===== src/rtl/nprq_pkg.sv =====
`timescale 1ns/1ps
package nprq_pkg;
  // Strobes passed from control to datapath each cycle
  typedef struct packed {
    logic incr;      // a request was granted this cycle
    logic decr;      // a valid retire this cycle
    logic underflow; // retire with nothing outstanding
  } nprqStrobe_t;
endpackage


===== src/rtl/nprq_dp.sv =====
`timescale 1ns/1ps
module nprq_dp
  import nprq_pkg::*;
#(
  parameter int LIMIT_W   = 10,
  parameter int CNT_MAX   = 256,
  parameter int LIMIT_MIN = 8,
  parameter int LIMIT_RST = 128,
  localparam int CNT_W    = $clog2(CNT_MAX + 1)
) (
  input  logic               clk,
  input  logic               rstN,
  input  logic               cfgLoad,
  input  logic [LIMIT_W-1:0] cfgLimit,
  input  nprqStrobe_t        strobes,
  output logic [CNT_W-1:0]   count,
  output logic [CNT_W-1:0]   effLimit,
  output logic               limitErr,
  output logic               retireErr
);
  localparam logic [LIMIT_W-1:0] MIN_L   = LIMIT_W'(LIMIT_MIN);
  localparam logic [LIMIT_W-1:0] MAX_L   = LIMIT_W'(CNT_MAX);
  localparam logic [LIMIT_W-1:0] RST_L   = LIMIT_W'(LIMIT_RST);
  localparam logic [CNT_W-1:0]   MIN_C   = CNT_W'(LIMIT_MIN);
  localparam logic [CNT_W-1:0]   MAX_C   = CNT_W'(CNT_MAX);
  localparam logic [CNT_W-1:0]   ONE_C   = CNT_W'(1);

  logic [LIMIT_W-1:0] limitReg;

  // Programmed limit register
  always_ff @(posedge clk) begin
    if (!rstN)        limitReg <= RST_L;
    else if (cfgLoad) limitReg <= cfgLimit;
  end

  // Effective limit: reserved values lifted to the floor, large values capped
  always_comb begin
    limitErr = (limitReg < MIN_L);
    if (limitReg < MIN_L)      effLimit = MIN_C;
    else if (limitReg > MAX_L) effLimit = MAX_C;
    else                       effLimit = limitReg[CNT_W-1:0];
  end

  // Outstanding counter and underflow pulse
  always_ff @(posedge clk) begin
    if (!rstN) begin
      count     <= '0;
      retireErr <= 1'b0;
    end else begin
      retireErr <= strobes.underflow;
      if (strobes.incr && !strobes.decr)      count <= count + ONE_C;
      else if (strobes.decr && !strobes.incr) count <= count - ONE_C;
    end
  end
endmodule


===== src/rtl/nprq_ctrl.sv =====
`timescale 1ns/1ps
module nprq_ctrl
  import nprq_pkg::*;
#(
  parameter int CNT_W = 9
) (
  input  logic             reqValid,
  input  logic             retireStb,
  input  logic [CNT_W-1:0] count,
  input  logic [CNT_W-1:0] effLimit,
  output logic             reqReady,
  output nprqStrobe_t      strobes
);
  logic isEmpty;

  always_comb begin
    isEmpty           = (count == '0);
    reqReady          = (count < effLimit);
    strobes.incr      = reqValid && reqReady;
    strobes.decr      = retireStb && !isEmpty;
    strobes.underflow = retireStb && isEmpty;
  end
endmodule


===== src/rtl/nprq_limiter.sv =====
`timescale 1ns/1ps
module nprq_limiter
  import nprq_pkg::*;
#(
  parameter int LIMIT_W   = 10,
  parameter int CNT_MAX   = 256,
  parameter int LIMIT_MIN = 8,
  parameter int LIMIT_RST = 128,
  localparam int CNT_W    = $clog2(CNT_MAX + 1)
) (
  input  logic               clk,
  input  logic               rstN,
  input  logic               reqValid,
  output logic               reqReady,
  input  logic               retireStb,
  input  logic               cfgLoad,
  input  logic [LIMIT_W-1:0] cfgLimit,
  output logic [CNT_W-1:0]   outCount,
  output logic               limitErr,
  output logic               retireErr
);
  nprqStrobe_t      strobes;
  logic [CNT_W-1:0] effLimit;

  nprq_ctrl #(.CNT_W(CNT_W)) u_ctrl (
    .reqValid (reqValid),
    .retireStb(retireStb),
    .count    (outCount),
    .effLimit (effLimit),
    .reqReady (reqReady),
    .strobes  (strobes)
  );

  nprq_dp #(
    .LIMIT_W  (LIMIT_W),
    .CNT_MAX  (CNT_MAX),
    .LIMIT_MIN(LIMIT_MIN),
    .LIMIT_RST(LIMIT_RST)
  ) u_dp (
    .clk      (clk),
    .rstN     (rstN),
    .cfgLoad  (cfgLoad),
    .cfgLimit (cfgLimit),
    .strobes  (strobes),
    .count    (outCount),
    .effLimit (effLimit),
    .limitErr (limitErr),
    .retireErr(retireErr)
  );
endmodule


===== config.mk =====
export PLATFORM = sky130hd
export DESIGN_NAME = nprq_limiter
export DESIGN_NICKNAME = d
export VERILOG_FILES = /design/src/rtl/nprq_pkg.sv /design/src/rtl/nprq_dp.sv /design/src/rtl/nprq_ctrl.sv /design/src/rtl/nprq_limiter.sv
export SDC_FILE = /design/constraint.sdc
export NUM_CORES = 1
export LEC_CHECK = 0
export ABC_AREA = 1
export CORE_MARGIN = 2
export CORE_UTILIZATION = 30
export DETAILED_ROUTE_END_ITERATION = 10
export MAX_ROUTING_LAYER = met4
export PLACE_DENSITY_LB_ADDON = 0.1
export REMOVE_ABC_BUFFERS = 1
export SLEW_MARGIN = 5
export SYNTH_ARGS = -nofsm -noshare
export SYNTH_HDL_FRONTEND = slang
export SYNTH_SLANG_ARGS = --single-unit

===== constraint.sdc =====
create_clock -name clk -period 8.92 [get_ports clk]
set_clock_uncertainty 0.05 [all_clocks]
set_input_delay 1.784 -clock clk [delete_from_list [all_inputs] [get_ports clk]]
set_output_delay 1.784 -clock clk [all_outputs]
set_load 0.02 [all_outputs]

Word level (Yosys, flattened, before mapping)
Index checks and enable logic that the tools add are counted.
{"block": "classes", "add_sub_neg": 2, "order_cmp": 3, "n_mux": 4, "n_reduce_logical": 10}
{"op": "2-to-1 mux 9 bit", "n": 4}
{"op": "> comparator 10 x 9 -> 1 bit, second input constant", "n": 1}
{"op": "less-than comparator 10 x 4 -> 1 bit, second input constant", "n": 1}
{"op": "adder 9 x 1 -> 9 bit, second input constant", "n": 1}
{"op": "zero test 9 bit", "n": 1}
{"op": "less-than comparator 9 bit", "n": 1}
{"op": "subtractor 9 x 1 -> 9 bit, second input constant", "n": 1}
{"op": "logical AND 1 bit", "n": 5}
{"op": "zero test 1 bit", "n": 3}
{"op": "nonzero test 2 bit", "n": 1}
{"block": "totals", "ff_bits": 20, "input_bits": 15, "out_inout_bits": 12, "word_cells": 22}

Depth between registers and ports, before layout
Gate-level depths: netlist (run 1).
{"block": "logic_depth", "ltp_word": 9, "ltp_mapped": 22}

Cells and area by module
From an unflattened synthesis (run 1), not the netlist that was laid out.
{"block": "unflattened", "cells_unflattened": 241, "area_unflattened_um2": 1506.4}
{"module": "nprq_dp", "instances": 1, "cells_per_inst": 188, "area_each_um2": 1204.9, "seq_area_each_um2": 400.4}
{"module": "nprq_ctrl", "instances": 1, "cells_per_inst": 53, "area_each_um2": 301.5, "seq_area_each_um2": 0.0}

Worst setup path after synthesis (run 1)
No wires, ideal clock.
{"block": "synth_path", "path_type": "register -> output", "startpoint": "register u_dp.limitReg[6]", "endpoint": "output reqReady", "t_arrival_ns": 1.738, "required_ns": 7.086, "setup_slack_ns": 5.348, "path_stages_with_launch": 12, "path_buffers": 0, "path_cell_list": "dfxtp_1 -> nor2_2 -> nand2_2 -> nor3_4 -> inv_1 -> nand3_1 -> ha_1 -> a21oi_1 -> o21ai_0 -> a21oi_1 -> nand2_2 -> inv_1"}
{"element": "start: declaration", "line_no": "nprq_dp.sv:28", "text": "logic [LIMIT_W-1:0] limitReg;"}
{"element": "start signal: assignment", "line_no": "nprq_dp.sv:33", "text": "else if (cfgLoad) limitReg <= cfgLimit;"}
{"element": "less-than comparator 10 x 4 -> 1 bit"}
{"element": "named net limitErr", "line_no": "nprq_limiter.sv:19", "text": "output logic limitErr,"}
{"element": "2-to-1 mux 9 bit", "line_no": "nprq_dp.sv:39", "text": "if (limitReg < MIN_L) effLimit = MIN_C;"}
{"element": "less-than comparator 9 bit", "line_no": "nprq_ctrl.sv:18", "text": "reqReady = (count < effLimit);"}
{"element": "end: declaration", "line_no": "nprq_limiter.sv:14", "text": "output logic reqReady,"}
The timed path passes the listed nets, and every way through them passes these cells.

Final worst setup path (run 1)
{"block": "layout_path", "startpoint": "register u_dp.limitReg[9]", "endpoint": "output reqReady"}
{"block": "layout_between", "elab_chain_cells": 4}
{"element": "> comparator 10 x 9 -> 1 bit", "line_no": "nprq_dp.sv:40", "text": "else if (limitReg > MAX_L) effLimit = MAX_C;"}
{"element": "2-to-1 mux 9 bit", "line_no": "nprq_dp.sv:40"}
{"element": "2-to-1 mux 9 bit *", "line_no": "nprq_dp.sv:39"}
{"element": "less-than comparator 9 bit *", "line_no": "nprq_ctrl.sv:18"}
Mark *: on every way between the ends. The rest lies on a longest branch, timed or not.

==> results.json, run 1 <==
{
  "cpMaxStageDelayCell": "clkdlybuf4s50_1",
  "crit_cells": 12,
  "path_cells": "inv_2 -> nand2_2 -> nor3_4 -> inv_1 -> nand3_1 -> ha_1 -> a21oi_1 -> o21ai_0 -> a21oi_1 -> nand2_2 -> inv_1 -> clkdlybuf4s50_1",
  "cts_sinks": 20,
  "clkLatencyLatePin_ns": 0.27,
  "worstHoldPathCells": 2,
  "min_path_type": "register to register",
  "seq_area_um2": 400.4,
  "port_buffers": 26,
  "drv_cap": 0,
  "vias": 1336,
  "end_kind": "output pin",
  "fin_crit_ns": 4.403,
  "final_common_cell": "nand2_1",
  "hold_viol": 0,
  "dieWidth_um": 72.53,
  "drt_wl_total_um": 3379,
  "vdd_drop_max_mv": 0.1952,
  "ys_top_cells_by_area": "dfxtp_1 (28%), ha_1 (14%), nand2_1 (11%), inv_1 (7.7%), nor2_1 (6.9%)",
  "grt_pass1_wl_um": 5720,
  "post-dp-hpwl_um": 2665,
  "clock_path_buffers": 2,
  "antenna_left": 0,
  "drt_pre_antenna_iters": 6,
  "final_nets": 267,
  "crit_buf_inv": 4,
  "drt_iter0_markers": 65,
  "setup_violations": 0,
  "crit_family": "buffers and inverters",
  "synth_warnings": 0,
  "synth_cells": 207,
  "io_pins": 27,
  "htreeDepth": 1,
  "drc": 0,
  "tns_ns": 0,
  "routedWlPerCell_um": 11.81,
  "worst-setup-path-type": "register to output pin",
  "synth_top_area_frac": 0.2842,
  "finalPower_mw": 0.6023,
  "fmax_mhz": 227.1,
  "cp.arrival_ns": 2.57,
  "gp_congestion": 0.8221,
  "worst_slew_pin_slew_ns": 0.5577,
  "clk_pin_slew_ns": 0.08,
  "synth_area_um2": 1409,
  "antenna_cells": 0,
  "ys_seq_area_frac": 0.2842,
  "start_util": 0.3170,
  "nFillCells": 495,
  "cts_hold_buf": 0,
  "cts.repair.resized": 0,
  "layout-drive-gt1-share": 0.06838,
  "rr_worst_depth": 21,
  "cts_root_buf": "clkbuf_8",
  "antenna_found_initial": 0,
  "grt_max_degree": 17,
  "cts_tree": "yes",
  "grt_pass1_vias": 1214,
  "slew_headroom": 0.6270,
  "multi_input_area_um2": 882.1,
  "cts_buffers": 3,
  "synth_largest_area_cell": "dfxtp_1",
  "power.density_nw_per_um2": 336.2,
  "core_area_um2": 4444,
  "synth_area_per_cell_um2": 6.806,
  "fp.dieArea_um2": 5261,
  "maxSlewViolCount": 0,
  "synth_cell_types": 27,
  "post_cts_buffers": 0,
  "rsz0062_at_grt": "false",
  "syn2layout_area_growth_pct": 27.18,
  "fin_crit_sh": 0.4936,
  "via_per_inst": 4.671,
  "overflow": 0,
  "grtUsageTotal": 0.1428,
  "rows": 24,
  "path_max_fanout": 4,
  "ys_ff_latch": 20,
  "utilization": 0.4032,
  "die_h_um": 72.53,
  "status": "finished clean",
  "leakage_nw": 0.8641,
  "final_cell_mix": "nand2_1 (43), inv_1 (29), nor2_1 (26), clkdlybuf4s50_1 (26), dfxtp_1 (20)",
  "cp-start-kind": "register",
  "cpPeakStageDelay_ns": 0.59,
  "required_ns": 7.09
}
-- metal layers --
layer | GRT usage | vias to the layer above | wire, um
met1 | 0.1968 | 586 | 1802
met3 | 0.03333 | 2 | 139
li1 | - | 728 | -
met2 | 0.2131 | 20 | 1411
met4 | 0.03086 | 0 | 26
met5 | - | - | 0
-- report_power, final --
part           switching (mW)  internal, mW  total (mW)
Combinational           0.218         0.153       0.371
Clock                  0.0326        0.0600      0.0926
Sequential             0.0291         0.110       0.139
-- sequential cells by signal, indices dropped and copies added (netlist names) --
name            count
u_dp.retireErr      1
u_dp.count          9
u_dp.limitReg      10
-- worst paths after layout --
path,from,endpoint,slack [ns]
worst min register to register,u_dp.limitReg[8],u_dp.limitReg[8],0.43
worst max register to register,u_dp.limitReg[9],u_dp.count[6],5.52
worst min-delay path,u_dp.limitReg[8],u_dp.limitReg[8],0.43
worst max-delay path,u_dp.limitReg[9],reqReady,4.52
-- tightest hold or removal path: stages, from the launching register on --
cell and delay [ns]:
dfxtp_1 0.31, inv_1 0.07, a21oi_1 0.06
-- synth_stat cells --
library cell  number
nand2_1           43
inv_1             29
nor2_1            26
dfxtp_1           20
a21oi_1           16
ha_1              16
nand3_1           14
o21ai_0           14
nor2_2             4
nand2_2            3
buf_2              2
nand4_1            2
nor3_1             2
o211ai_1           2
o21ai_1            2
clkbuf_1           1
fa_1               1
inv_2              1
nand3_2            1
nor2_4             1
nor3_4             1
nor4_1             1
o21a_1             1
o21ai_4            1
or2_0              1
xnor2_1            1
xor2_1             1
-- stage by stage --
step / hold WS, ns / std cells / setup WS, ns / area [um^2]
global route: 0.4579 / 286 / 4.305 / 1792
finish: 0.4316 / 286 / 4.517 / 1792
CTS: 0.4377 / 286 / 4.511 / 1792
global placement: 0.4254 / 282 / 4.810 / 1720
floorplan: 0.4005 / 204 / 5.348 / 1395
detailed placement: 0.4248 / 282 / 4.809 / 1720
-- layout make-up --
| class | count | share of cell area |
|---|---|---|
| timing repair buffer | 26 | 0.1453 |
| clock buffer | 3 | 0.02304 |
| inverter | 30 | 0.06285 |
| tap | 52 | 0.03631 |
| clock inverter | 1 | 0.01676 |
| multi-input combinational | 154 | 0.4923 |
| sequential | 20 | 0.2235 |
-- cells by family after synthesis --
logic type,count (synthesis),share of synthesized area
adders and majority gates,17,0.1563
DFF,20,0.2842
AOI/OAI and AO/OA,36,0.1412
xor gates and xnor gates,2,0.01244
buffers and inverters,33,0.08969
and+or+nand+nor,99,0.3162
Power figures use the tool's default switching activity.
==> inputs of run 2 (changes only) <==
==> constraint.sdc (replaced) <==
create_clock -name clk -period 3.91 [get_ports clk]
set_clock_uncertainty 0.05 [all_clocks]
set_input_delay 0.782 -clock clk [delete_from_list [all_inputs] [get_ports clk]]
set_output_delay 0.782 -clock clk [all_outputs]
set_load 0.02 [all_outputs]
==> results.json, run 2 (same netlist as run 1, synthesis figures left out) <==
{
  "finalPower_mw": 1.296,
  "syn2layout_area_growth_pct": 25.04,
  "cp-start-kind": "register",
  "cts_root_buf": "clkbuf_8",
  "port_buffers": 26,
  "via_per_inst": 4.772,
  "critPathLaunch": "u_dp.limitReg[4]",
  "antenna_cells": 0,
  "cp.arrival_ns": 2.53,
  "cts_hold_buf": 0,
  "place_area_um2": 1720,
  "end_kind": "output pin",
  "antenna_left": 0,
  "core_area_um2": 4444,
  "antenna_found_initial": 0,
  "setup_violations": 0,
  "drc": 0,
  "post-dp-hpwl_um": 2709,
  "routedWlPerCell_um": 11.66,
  "cts_tree": "yes",
  "drt_pre_antenna_iters": 4,
  "final_common_cell": "nand2_1",
  "cts.repair.resized": 0,
  "slew_headroom": 0.6395,
  "worstHoldStart": "u_dp.limitReg[8]",
  "leakage_nw": 0.8500,
  "status": "finished clean",
  "fp.dieArea_um2": 5261,
  "overflow": 0,
  "fmax_mhz": 297.6,
  "clkLatencyLatePin_ns": 0.25,
  "htreeDepth": 1,
  "largest_reg_flops": 10,
  "vdd_drop_max_mv": 0.3056,
  "power.density_nw_per_um2": 735.5,
  "vias": 1360,
  "fin_crit_sh": 0.8593,
  "rr_worst_depth": 21,
  "grt_max_degree": 17,
  "dieWidth_um": 72.53,
  "gp_congestion": 0.8150,
  "rrSetupSlack_ns": 0.62,
  "largest-register": "u_dp.limitReg",
  "worst-setup-path-type": "register to output pin",
  "io_pins": 27,
  "clock_path_buffers": 2,
  "grt_pass1_wl_um": 5671,
  "layout-drive-gt1-share": 0.06438,
  "instances_no_fill": 285,
  "hold_viol": 0,
  "drt_wl_total_um": 3322,
  "worst_slew_pin_slew_ns": 0.5390,
  "grtUsageTotal": 0.1396,
  "start_util": 0.3170,
  "place_ws_ns": 0.6027,
  "r2r-start": "u_dp.limitReg[4]",
  "utilization": 0.3964,
  "rows": 24,
  "fin_ws_ns": 0.5503,
  "tns_ns": 0,
  "cts_sinks": 20,
  "min_path_type": "register to register",
  "drv_cap": 0,
  "drt_iter0_markers": 73,
  "worstHoldPathCells": 2,
  "die_h_um": 72.53,
  "required_ns": 3.08,
  "design_area_um2": 1762,
  "post_cts_buffers": 0,
  "maxSlewViolCount": 0,
  "path_max_fanout": 7,
  "grt_pass1_vias": 1221,
  "whs_ns": 0.4371,
  "final_cell_mix": "nand2_1 (43), inv_1 (29), nor2_1 (26), clkdlybuf4s50_1 (26), dfxtp_1 (20)",
  "rsz0062_at_grt": "false",
  "cts_buffers": 3,
  "fin_crit_ns": 3.360,
  "top_regs": "u_dp.limitReg: 10 flops, u_dp.count: 9 flops, u_dp.retireErr: 1 flops",
  "final_nets": 267,
  "clk_pin_slew_ns": 0.07,
  "post-place-cells": 282
}
run 2: changes by cell type in the layout (fill, tap and decap cells not counted):
cell / change
bufinv_16: -1
run 2: metal layers:
layer	track usage	part of all wire	vias up	wire [um]
li1	-	-	726	-
met1	0.1968	0.52	603	1719
met2	0.2061	0.43	29	1435
met3	0.03194	0.045	2	149
met4	0.02469	0.0051	0	17
met5	-	0	-	0
run 2: layout make-up:
class                   count  area, um^2
fillers                   507        2683
multi-input cells         154       882.1
flip-flops and latches     20       400.4
repair buffers             26       260.3
inverters                  30       112.6
well taps                  52       65.06
clock buffers               3       41.29
run 2: final timing paths:
path,endpoint
setup / recovery,reqReady
setup reg to reg,u_dp.count[5]
hold reg to reg,u_dp.limitReg[8]
hold / removal,u_dp.limitReg[8]
run 2: where the power goes:
group	internal, mW	total, mW	leakage (nW)	switching, mW
clock network	0.0685	0.132	0.0216	0.0633
logic	0.351	0.846	0.662	0.495
registers	0.251	0.318	0.166	0.0671
run 2: critical path: stages, from the launching register on:
cell and delay [ns]:
dfxtp_1 0.33, nor2_2 0.11, nand2_2 0.09, o21ai_4 0.23, nand2_1 0.08, ha_1 0.29
a21oi_1 0.13, o21ai_0 0.10, a21oi_1 0.17, nand2_2 0.08, inv_1 0.06, clkdlybuf4s50_1 0.59
